## config.mk

```make
export PLATFORM = sky130hd
export DESIGN_NAME = sdio_fifo_window
export DESIGN_NICKNAME = d
export VERILOG_FILES = /design/src/rtl/sdfw_pkg.sv /design/src/rtl/sdfw_len_calc.sv /design/src/rtl/sdfw_seq.sv /design/src/rtl/sdfw_route.sv /design/src/rtl/sdio_fifo_window.sv
export SDC_FILE = /design/constraint.sdc
export NUM_CORES = 1
export LEC_CHECK = 0
export ABC_CLOCK_PERIOD_IN_PS = 7900
export BUFFER_PORTS_ARGS = -buffer_cell sky130_fd_sc_hd__buf_2
export CAP_MARGIN = 40
export CORE_UTILIZATION = 60
export DETAILED_ROUTE_END_ITERATION = 10
export HOLD_SLACK_MARGIN = 0.1
export PLACE_DENSITY_LB_ADDON = 0.08
export SYNTH_ARGS = -nofsm -noshare
export SYNTH_HDL_FRONTEND = slang
export SYNTH_SLANG_ARGS = --single-unit
```

## constraint.sdc

```tcl
create_clock -name clk -period 7.9 [get_ports clk]
set_input_delay 0.79 -clock clk [delete_from_list [all_inputs] [get_ports clk]]
set_output_delay 0.79 -clock clk [all_outputs]
set_load 0.01 [all_outputs]
```

## src/rtl/sdfw_pkg.sv

```systemverilog
package sdfw_pkg;
  typedef enum logic {DIR_UP = 1'b0, DIR_DN = 1'b1} dir_e;

  function automatic int unsigned min_len(input int unsigned a, input int unsigned b);
    return (a < b) ? a : b;
  endfunction
endpackage

```

## src/rtl/sdfw_len_calc.sv

```systemverilog
module sdfw_len_calc #(
  parameter int ADDR_W    = 17,
  parameter int CNT_W     = 9,
  parameter int LEN_W     = 18,
  parameter int BLK_SIZE  = 512,
  parameter int WIN_LO    = 'h00090,
  parameter int WIN_TOP   = 'h1F800,
  parameter int FUNC_ID   = 1
) (
  input  logic [2:0]        func,
  input  logic              op_inc,
  input  logic              blk_mode,
  input  logic [ADDR_W-1:0] addr,
  input  logic [CNT_W-1:0]  count,
  output logic [LEN_W-1:0]  req_len,
  output logic [LEN_W-1:0]  xfer_len
);
  logic [LEN_W-1:0] addr_x;
  logic [LEN_W-1:0] cnt_x;
  logic             in_win;
  logic             hit;

  always_comb begin
    addr_x = LEN_W'(addr);
    cnt_x  = LEN_W'(count);
    in_win = (addr_x >= LEN_W'(WIN_LO)) && (addr_x < LEN_W'(WIN_TOP));
    hit    = (func == 3'(FUNC_ID)) && op_inc && in_win;
    req_len = hit ? (LEN_W'(WIN_TOP) - addr_x) : '0;
    if (blk_mode)
      xfer_len = cnt_x * LEN_W'(BLK_SIZE);
    else if (count == '0)
      xfer_len = LEN_W'(1 << CNT_W);
    else
      xfer_len = cnt_x;
  end
endmodule

```

## src/rtl/sdfw_seq.sv

```systemverilog
module sdfw_seq
  import sdfw_pkg::*;
#(
  parameter int LEN_W = 18
) (
  input  logic             clk,
  input  logic             rst_n,
  input  logic             start,
  input  logic             start_wr,
  input  logic [LEN_W-1:0] req_len,
  input  logic [LEN_W-1:0] xfer_len,
  input  logic             beat,
  output logic             busy,
  output dir_e             dir,
  output logic             in_fifo,
  output logic             done,
  output logic [LEN_W-1:0] done_bytes
);
  logic [LEN_W-1:0] rem_xfer;
  logic [LEN_W-1:0] rem_req;
  logic [LEN_W-1:0] moved;

  assign busy    = (rem_xfer != '0);
  assign in_fifo = (rem_req != '0);

  always_ff @(posedge clk or negedge rst_n) begin
    if (!rst_n) begin
      rem_xfer   <= '0;
      rem_req    <= '0;
      moved      <= '0;
      dir        <= DIR_UP;
      done       <= 1'b0;
      done_bytes <= '0;
    end else begin
      done <= 1'b0;
      if (start && !busy) begin
        dir      <= start_wr ? DIR_DN : DIR_UP;
        rem_xfer <= xfer_len;
        rem_req  <= req_len;
        moved    <= '0;
        if (xfer_len == '0) begin
          done       <= 1'b1;
          done_bytes <= '0;
        end
      end else if (beat) begin
        rem_xfer <= rem_xfer - 1'b1;
        if (in_fifo) begin
          rem_req <= rem_req - 1'b1;
          moved   <= moved + 1'b1;
        end
        if (rem_xfer == LEN_W'(1)) begin
          done       <= 1'b1;
          done_bytes <= moved + LEN_W'(in_fifo);
          rem_req    <= '0;
        end
      end
    end
  end
endmodule

```

## src/rtl/sdfw_route.sv

```systemverilog
module sdfw_route
  import sdfw_pkg::*;
#(
  parameter int DATA_W = 8
) (
  input  logic              busy,
  input  dir_e              dir,
  input  logic              in_fifo,
  output logic              up_valid,
  input  logic              up_ready,
  output logic [DATA_W-1:0] up_data,
  input  logic              dn_valid,
  output logic              dn_ready,
  input  logic [DATA_W-1:0] dn_data,
  input  logic              txq_valid,
  output logic              txq_ready,
  input  logic [DATA_W-1:0] txq_data,
  output logic              rxq_valid,
  input  logic              rxq_ready,
  output logic [DATA_W-1:0] rxq_data,
  output logic              beat
);
  logic up_act;
  logic dn_act;

  always_comb begin
    up_act    = busy && (dir == DIR_UP);
    dn_act    = busy && (dir == DIR_DN);
    up_valid  = up_act && (in_fifo ? txq_valid : 1'b1);
    up_data   = (up_act && in_fifo) ? txq_data : '0;
    txq_ready = up_act && in_fifo && up_ready;
    dn_ready  = dn_act && (in_fifo ? rxq_ready : 1'b1);
    rxq_valid = dn_act && in_fifo && dn_valid;
    rxq_data  = dn_data;
    beat      = (up_valid && up_ready) || (dn_valid && dn_ready);
  end
endmodule

```

## src/rtl/sdio_fifo_window.sv

```systemverilog
module sdio_fifo_window
  import sdfw_pkg::*;
#(
  parameter int ADDR_W   = 17,
  parameter int CNT_W    = 9,
  parameter int DATA_W   = 8,
  parameter int BLK_SIZE = 512,
  parameter int WIN_LO   = 'h00090,
  parameter int WIN_TOP  = 'h1F800,
  parameter int FUNC_ID  = 1,
  localparam int LEN_W   = $clog2(((1 << CNT_W) - 1) * BLK_SIZE + 1)
) (
  input  logic              clk,
  input  logic              rst_n,
  input  logic              cmd_valid,
  input  logic [2:0]        cmd_func,
  input  logic              cmd_op_inc,
  input  logic              cmd_write,
  input  logic              cmd_block,
  input  logic [ADDR_W-1:0] cmd_addr,
  input  logic [CNT_W-1:0]  cmd_count,
  output logic              busy,
  output logic              up_valid,
  input  logic              up_ready,
  output logic [DATA_W-1:0] up_data,
  input  logic              dn_valid,
  output logic              dn_ready,
  input  logic [DATA_W-1:0] dn_data,
  input  logic              txq_valid,
  output logic              txq_ready,
  input  logic [DATA_W-1:0] txq_data,
  output logic              rxq_valid,
  input  logic              rxq_ready,
  output logic [DATA_W-1:0] rxq_data,
  output logic              done,
  output logic [LEN_W-1:0]  done_bytes
);
  logic [LEN_W-1:0] req_len;
  logic [LEN_W-1:0] xfer_len;
  logic             beat;
  logic             in_fifo;
  dir_e             dir;

  sdfw_len_calc #(
    .ADDR_W(ADDR_W), .CNT_W(CNT_W), .LEN_W(LEN_W), .BLK_SIZE(BLK_SIZE),
    .WIN_LO(WIN_LO), .WIN_TOP(WIN_TOP), .FUNC_ID(FUNC_ID)
  ) u_len (
    .func(cmd_func), .op_inc(cmd_op_inc), .blk_mode(cmd_block),
    .addr(cmd_addr), .count(cmd_count),
    .req_len(req_len), .xfer_len(xfer_len)
  );

  sdfw_seq #(.LEN_W(LEN_W)) u_seq (
    .clk(clk), .rst_n(rst_n),
    .start(cmd_valid), .start_wr(cmd_write),
    .req_len(req_len), .xfer_len(xfer_len), .beat(beat),
    .busy(busy), .dir(dir), .in_fifo(in_fifo),
    .done(done), .done_bytes(done_bytes)
  );

  sdfw_route #(.DATA_W(DATA_W)) u_route (
    .busy(busy), .dir(dir), .in_fifo(in_fifo),
    .up_valid(up_valid), .up_ready(up_ready), .up_data(up_data),
    .dn_valid(dn_valid), .dn_ready(dn_ready), .dn_data(dn_data),
    .txq_valid(txq_valid), .txq_ready(txq_ready), .txq_data(txq_data),
    .rxq_valid(rxq_valid), .rxq_ready(rxq_ready), .rxq_data(rxq_data),
    .beat(beat)
  );
endmodule

```

======== Yosys cells after proc, flatten, opt, wreduce, memory -nomap -nowiden ========
Cells that the tools add are included.
storage, ports and cells
  word-level logic and storage cells ...... 68
  flip-flop bits (word level) ............. 74
operators by class
  reductions and logical operators ........ 27
  equal/unequal tests ..................... 3
  mux-type cells .......................... 24
  $lt $le $gt $ge ......................... 2
  add/subtract/negate cells ............... 5
  bitwise logic cells ..................... 1
operators by type and width
  kind                      number
  $mux W18                  15
  $reduce_bool A18 Y1       2
  $sub A18 B1 Y18 const B   2
  $add A18 B1 Y18           1
  $add A18 B1 Y18 const B   1
  $eq A18 B1 Y1 const B     1
  $logic_not A18 Y1         1
  $sub A17 B17 Y18 const A  1
  $ge A17 B8 Y1 const B     1
  $lt A17 B17 Y1 const B    1
  $logic_and A1 B1 Y1       14
  $mux W10                  1
  $logic_not A9 Y1          1
  $mux W8                   1
  $mux W1                   7
  $reduce_bool A2 Y1        3
  $reduce_and A2 Y1         2
  $eq A3 B1 Y1 const B      1
  $reduce_and A3 Y1         1
  $reduce_bool A3 Y1        1
  $ne A2 B2 Y1 const B      1
  $logic_not A1 Y1          1
  $logic_or A1 B1 Y1        1
  $not A1 Y1                1

======== Logic depth before layout (Yosys ltp) ========
  depth in word-level cells ............... 7
  mapped depth ............................ 13
  depth with buffers taken out ............ 13

======== Modules after synthesis ========
Synthesis repeated with hierarchy kept, for this count alone.
second synthesis, totals
  cells, all modules ...................... 594
  area total of the unflattened synthesis .. 5238.8 um2
modules (own cells, without submodules)
  module         sequential area each (um2)  times used  cells each  area each (um2)
  sdfw_seq       1851.8                      1           474         4441.8
  sdfw_len_calc  0.0                         1           93          619.3
  sdfw_route     0.0                         1           27          177.7

======== Worst setup path after synthesis ========
OpenSTA, ideal clock, no wires.
  kind .................................... reg2out
  start ................................... reg u_seq.rem_req[0]
  end ..................................... out txq_ready
  required time ........................... 7.110 ns
  setup slack ............................. 4.840 ns
  cell stages (with the launch flop) ...... 9
  path buffers ............................ 1
  data arrival time ....................... 2.270 ns
  cell sequence ........................... dfrtp_1 -> inv_1 -> ha_1 -> nor4b_1 -> nand3_1 -> nor3_1 -> buf_2 -> nor3_1 -> and2_1
between the ends
  longest elaborated chain between the ends .. 3
ends and longest elaborated chain
  element                           RTL line                source
  start, declared                   sdfw_seq.sv:20          logic [LEN_W-1:0] rem_req;
  start signal, assigned            sdfw_seq.sv:39          rem_req <= req_len;
  start signal, assigned            sdfw_seq.sv:48          rem_req <= rem_req - 1'b1;
  $reduce_bool A18 Y1               sdfw_seq.sv:24          assign in_fifo = (rem_req != '0);
  $logic_and A1 B1 Y1 (2 in a row)  sdfw_route.sv:31        txq_ready = up_act && in_fifo && up_ready;
  end, declared                     sdio_fifo_window.sv:30  output logic txq_ready,
Every way passes these cells.

======== Final worst setup path ========
  start ................................... reg u_seq.rem_req[0]
  end ..................................... out up_data[2]
between the ends
  longest elaborated chain between the ends .. 3
ends and longest elaborated chain
  element              RTL line                source
  $reduce_bool A18 Y1  sdfw_seq.sv:24
  $logic_and A1 B1 Y1  sdfw_route.sv:30        up_data = (up_act && in_fifo) ? txq_data : '0;
  $mux W8              sdfw_route.sv:30
  end, declared        sdio_fifo_window.sv:25  output logic [DATA_W-1:0] up_data,
Every way passes these cells.

==> reports/qor.log <==
[run_status] status finished, final reports clean
[detailed_routing] via count 4446
[cells_and_area] count of fill cells added during filler insertion 660
[synth] count of mapped cells out of synthesis 552
[cells_and_area] post-layout utilization of the core 0.688
[timing] accumulated negative setup slack 0 ns
[power] portion of total power attributed to the clock network 0.218
[cells_and_area] post-layout instance area 5310 um2
[timing] worst setup slack after layout 3.97 ns
[cts] clk root buf sky130_fd_sc_hd__clkbuf_8
[timing] unrepaired setup endpoints after global routing false
[floorplan] Site Rows 32
[detailed_routing] Iter 0 DRT Violations 334
[synth] synthesis-stage register bit count 74
[worst_hold_path] Tightest Hold Check Type input pin to async pin
[synth] Net Count, Synth 614
[setup_path] critical path data arrival time 3.14 ns
[place] total of buffers placed on input and output ports 78
[setup_path] Crit Path Class flop to output pin
[cells_and_area] layout cell share with drive strength beyond 1 0.194
[detailed_routing] Wirelength per Cell 16.6 um
[grt] antenna violations before repair 0
[cells_and_area] net total in the final layout 672
[floorplan] die boundary width 91.6 um
[power] power dissipated by switching net loads 481 uW
[timing] Final setup violation count 0
[place] Routability Congestion 0.890
[power] worst ir drop on vdd 0.123 mV
[timing] max-slew violation count 0
[synth] Synth Flop Type sky130_fd_sc_hd__dfrtp_1
[setup_path] Crit Reg-Reg Endpoint u_seq.rem_xfer[6]
[setup_path] critical path fanouts, max 11
[cts] count of buffers added by post-CTS timing repair for setup 0
[synth] count of synthesis-stage warnings from yosys 0
[cells_and_area] leading cell type in the layout, fill and taps excluded sky130_fd_sc_hd__buf_2
[power] part of the power in registers 0.469
[power] part of the power in combinational logic 0.313
[cells_and_area] diodes inserted 0
[floorplan] full die area 8380 um2
[cells_and_area] sequential cell area 1850 um2
[place] DP Wirelength 8600 um
[cts] Clk Latency, worst-skew pair 0.36 ns
[floorplan] starting density of the core 0.623
[timing] worst-margin pin slew 0.894 ns
[synth] sequential element share of the synthesized area 0.385
[detailed_routing] routed via count divided by cell count 6.21
[timing] crit share post-route 0.497
[cts] depth of the CTS H-tree 3
[floorplan] area of the core 7730 um2
[floorplan] boundary pin count 95
[power] reported leakage power 0.00238 uW
[setup_path] data required time of the critical path 7.11 ns
[cells_and_area] total area of multi-input combinational cells 2670 um2
[timing] final critical delay including setup and external delays 3.93 ns
[grt] largest net degree at the start of global routing 46
[timing] Max Freq 255 MHz
[grt] overflow left after global routing 0
[detailed_routing] first-pass iteration count of the detailed router 5
[detailed_routing] routed wire length 11900 um
[synth] number of flops mapped to enable cells by yosys 0
[cts] quantity of hold-fixing buffers added after cts 0
[grt] number of global-route vias before repair 4249
[cts] clock input transition at the sequential cells of the worst setup and hold paths 0.08 ns
[timing] tightest slew margin relative to the limit 0.396
[cts] number of clock buffers inserted by TritonCTS 9
[floorplan] Die Y-Extent 91.6 um
[grt] global-route wire length before repair 20000 um
[place] worst setup timing slack at the placement stage 4.34 ns
[setup_path] beginning of the worst register-to-register path u_seq.rem_req[0]
[cts] total of cells resized after clock tree synthesis 0
[run] number of max-capacitance violations reported 0
[place] total cell area at the placement stage 5150 um2
[setup_path] kind of start point of the critical path flop
[power] internal power 735 uW
[power] switching share of total power 0.395
[power] post-route total power 1220 uW
[power] P per Cell Area 229 nW/um2
[synth] synthesized area per cell 8.72 um2
[synth] share of flip-flops with an asynchronous set or reset after synthesis 1.00
[setup_path] Crit. End Element output pin
[cells_and_area] commonest cells after routing, fill and taps aside sky130_fd_sc_hd__buf_2, sky130_fd_sc_hd__dfrtp_1, sky130_fd_sc_hd__nor2_1
[cts] maximum clock insertion buffer count 2
[timing] setup skew after layout 0.00979 ns
[grt] gr usage total 0.299
[cells_and_area] area overhead of the layout relative to synthesis 10.4%
[detailed_routing] Remaining DRCs 0
[setup_path] reg2reg setup slack 4.23 ns
[synth] summed instance area of the synthesized netlist 4810 um2
[timing] Hold Fails Final Rpt 0
[detailed_routing] antenna-violating nets left 0
[synth] number of different library cells in the post-synthesis netlist 63
[cts] number of clock sinks 74
[setup_path] path depth of the worst reg2reg path 9
[cts] CTS tree built
synthesized netlist by cell type, types with 7 or more instances:
| cell type | n | share of area |
|---|---|---|
| sky130_fd_sc_hd__nand3_1 | 21 | 0.022 |
| sky130_fd_sc_hd__clkbuf_1 | 12 | 0.0094 |
| sky130_fd_sc_hd__o21ai_0 | 26 | 0.027 |
| sky130_fd_sc_hd__nand2_1 | 34 | 0.027 |
| sky130_fd_sc_hd__a21oi_1 | 38 | 0.040 |
| sky130_fd_sc_hd__and2_1 | 9 | 0.012 |
| sky130_fd_sc_hd__a31oi_1 | 10 | 0.013 |
| sky130_fd_sc_hd__nor3_1 | 27 | 0.028 |
| sky130_fd_sc_hd__or3_1 | 9 | 0.012 |
| sky130_fd_sc_hd__ha_1 | 7 | 0.018 |
| sky130_fd_sc_hd__o21ai_1 | 7 | 0.0073 |
| sky130_fd_sc_hd__a211oi_1 | 9 | 0.014 |
| sky130_fd_sc_hd__inv_1 | 12 | 0.0094 |
| sky130_fd_sc_hd__nor2_1 | 68 | 0.053 |
| sky130_fd_sc_hd__nor4_1 | 9 | 0.012 |
| sky130_fd_sc_hd__buf_4 | 9 | 0.014 |
| sky130_fd_sc_hd__xor2_1 | 18 | 0.033 |
| sky130_fd_sc_hd__a22o_1 | 19 | 0.035 |
| sky130_fd_sc_hd__xnor2_1 | 30 | 0.055 |
| sky130_fd_sc_hd__and3_1 | 9 | 0.012 |
| sky130_fd_sc_hd__buf_2 | 9 | 0.0094 |
| sky130_fd_sc_hd__dfrtp_1 | 74 | 0.38 |
cell families (layout without fill, tap and decap cells):
kind of cell / Yosys count / in the layout / share of synthesized area
AOI/OAI and AO/OA: 141 / 141 / 0.194
xor gates and xnor gates: 48 / 48 / 0.0874
adders and majority gates: 7 / 7 / 0.0182
buffers and inverters: 50 / 112 / 0.0595
DFF: 74 / 74 / 0.385
muxes: 3 / 3 / 0.00676
and+or+nand+nor: 229 / 229 / 0.249
layer usage:
metal,global-route usage,part of all wire,vias to the layer above
met2,0.494,0.47,199
li1,-,-,2103
met4,0.0992,0.014,0
met1,0.406,0.45,2128
met3,0.0360,0.067,16
met5,0,0,-
through the flow:
| step | hold WS [ns] | cells |
|---|---|---|
| 4_1_cts | 0.464 | 716 |
| 3_3_place_gp | 0.470 | 700 |
| 2_1_floorplan | 0.445 | 552 |
| 5_1_grt | 0.491 | 716 |
| 3_5_place_dp | 0.481 | 701 |
| 6_report | 0.447 | 716 |
flip-flops by register name (all words and copies together) (netlist names):
signal / flops
u_seq.dir: 1
u_seq.done: 1
u_seq.done_bytes: 18
u_seq.moved: 18
u_seq.rem_req: 18
u_seq.rem_xfer: 18
worst max-delay path: stages (launching register included):
cell and delay (ns):
sky130_fd_sc_hd__dfrtp_1 0.41, sky130_fd_sc_hd__inv_1 0.09, sky130_fd_sc_hd__ha_1 0.24, sky130_fd_sc_hd__nor4b_1 0.75, sky130_fd_sc_hd__nand3_1 0.33, sky130_fd_sc_hd__nor3_1 0.26
sky130_fd_sc_hd__buf_4 0.22, sky130_fd_sc_hd__nor3_1 0.14, sky130_fd_sc_hd__and2_1 0.20, sky130_fd_sc_hd__buf_2 0.14
power groups by stage:
| stage | clock, uW | combinational, uW | sequential [uW] |
|---|---|---|---|
| 6_report | 265 | 381 | 570 |
| 5_1_grt | 286 | 430 | 582 |
| 4_1_cts | 268 | 377 | 566 |
| 3_5_place_dp | 0 | 374 | 572 |
| 3_3_place_gp | 0 | 364 | 564 |
| 2_1_floorplan | 0 | 304 | 537 |
how the worst max path moves through the flow:
stage	from	endpoint	slack (ns)	depth (start not counted)
floorplan	u_seq.rem_req[0]	txq_ready	4.84	8
global placement	u_seq.rem_req[0]	u_seq.rem_xfer[6]	4.43	9
detailed placement	u_seq.rem_req[0]	u_seq.rem_xfer[14]	4.34	9
CTS	u_seq.rem_req[0]	up_data[2]	4.07	9
global route	u_seq.rem_req[0]	up_data[2]	3.73	9
finish	u_seq.rem_req[0]	up_data[2]	3.97	9
final cells by class:
| type | count | area share |
|---|---|---|
| clock buffer | 9 | 0.0233 |
| clock inverter | 6 | 0.00824 |
| inverter | 14 | 0.00989 |
| multi-input combinational | 428 | 0.503 |
| sequential | 74 | 0.348 |
| tap | 102 | 0.0240 |
| timing repair buffer | 83 | 0.0829 |
No activity file was read; power rests on OpenSTA's default activity.
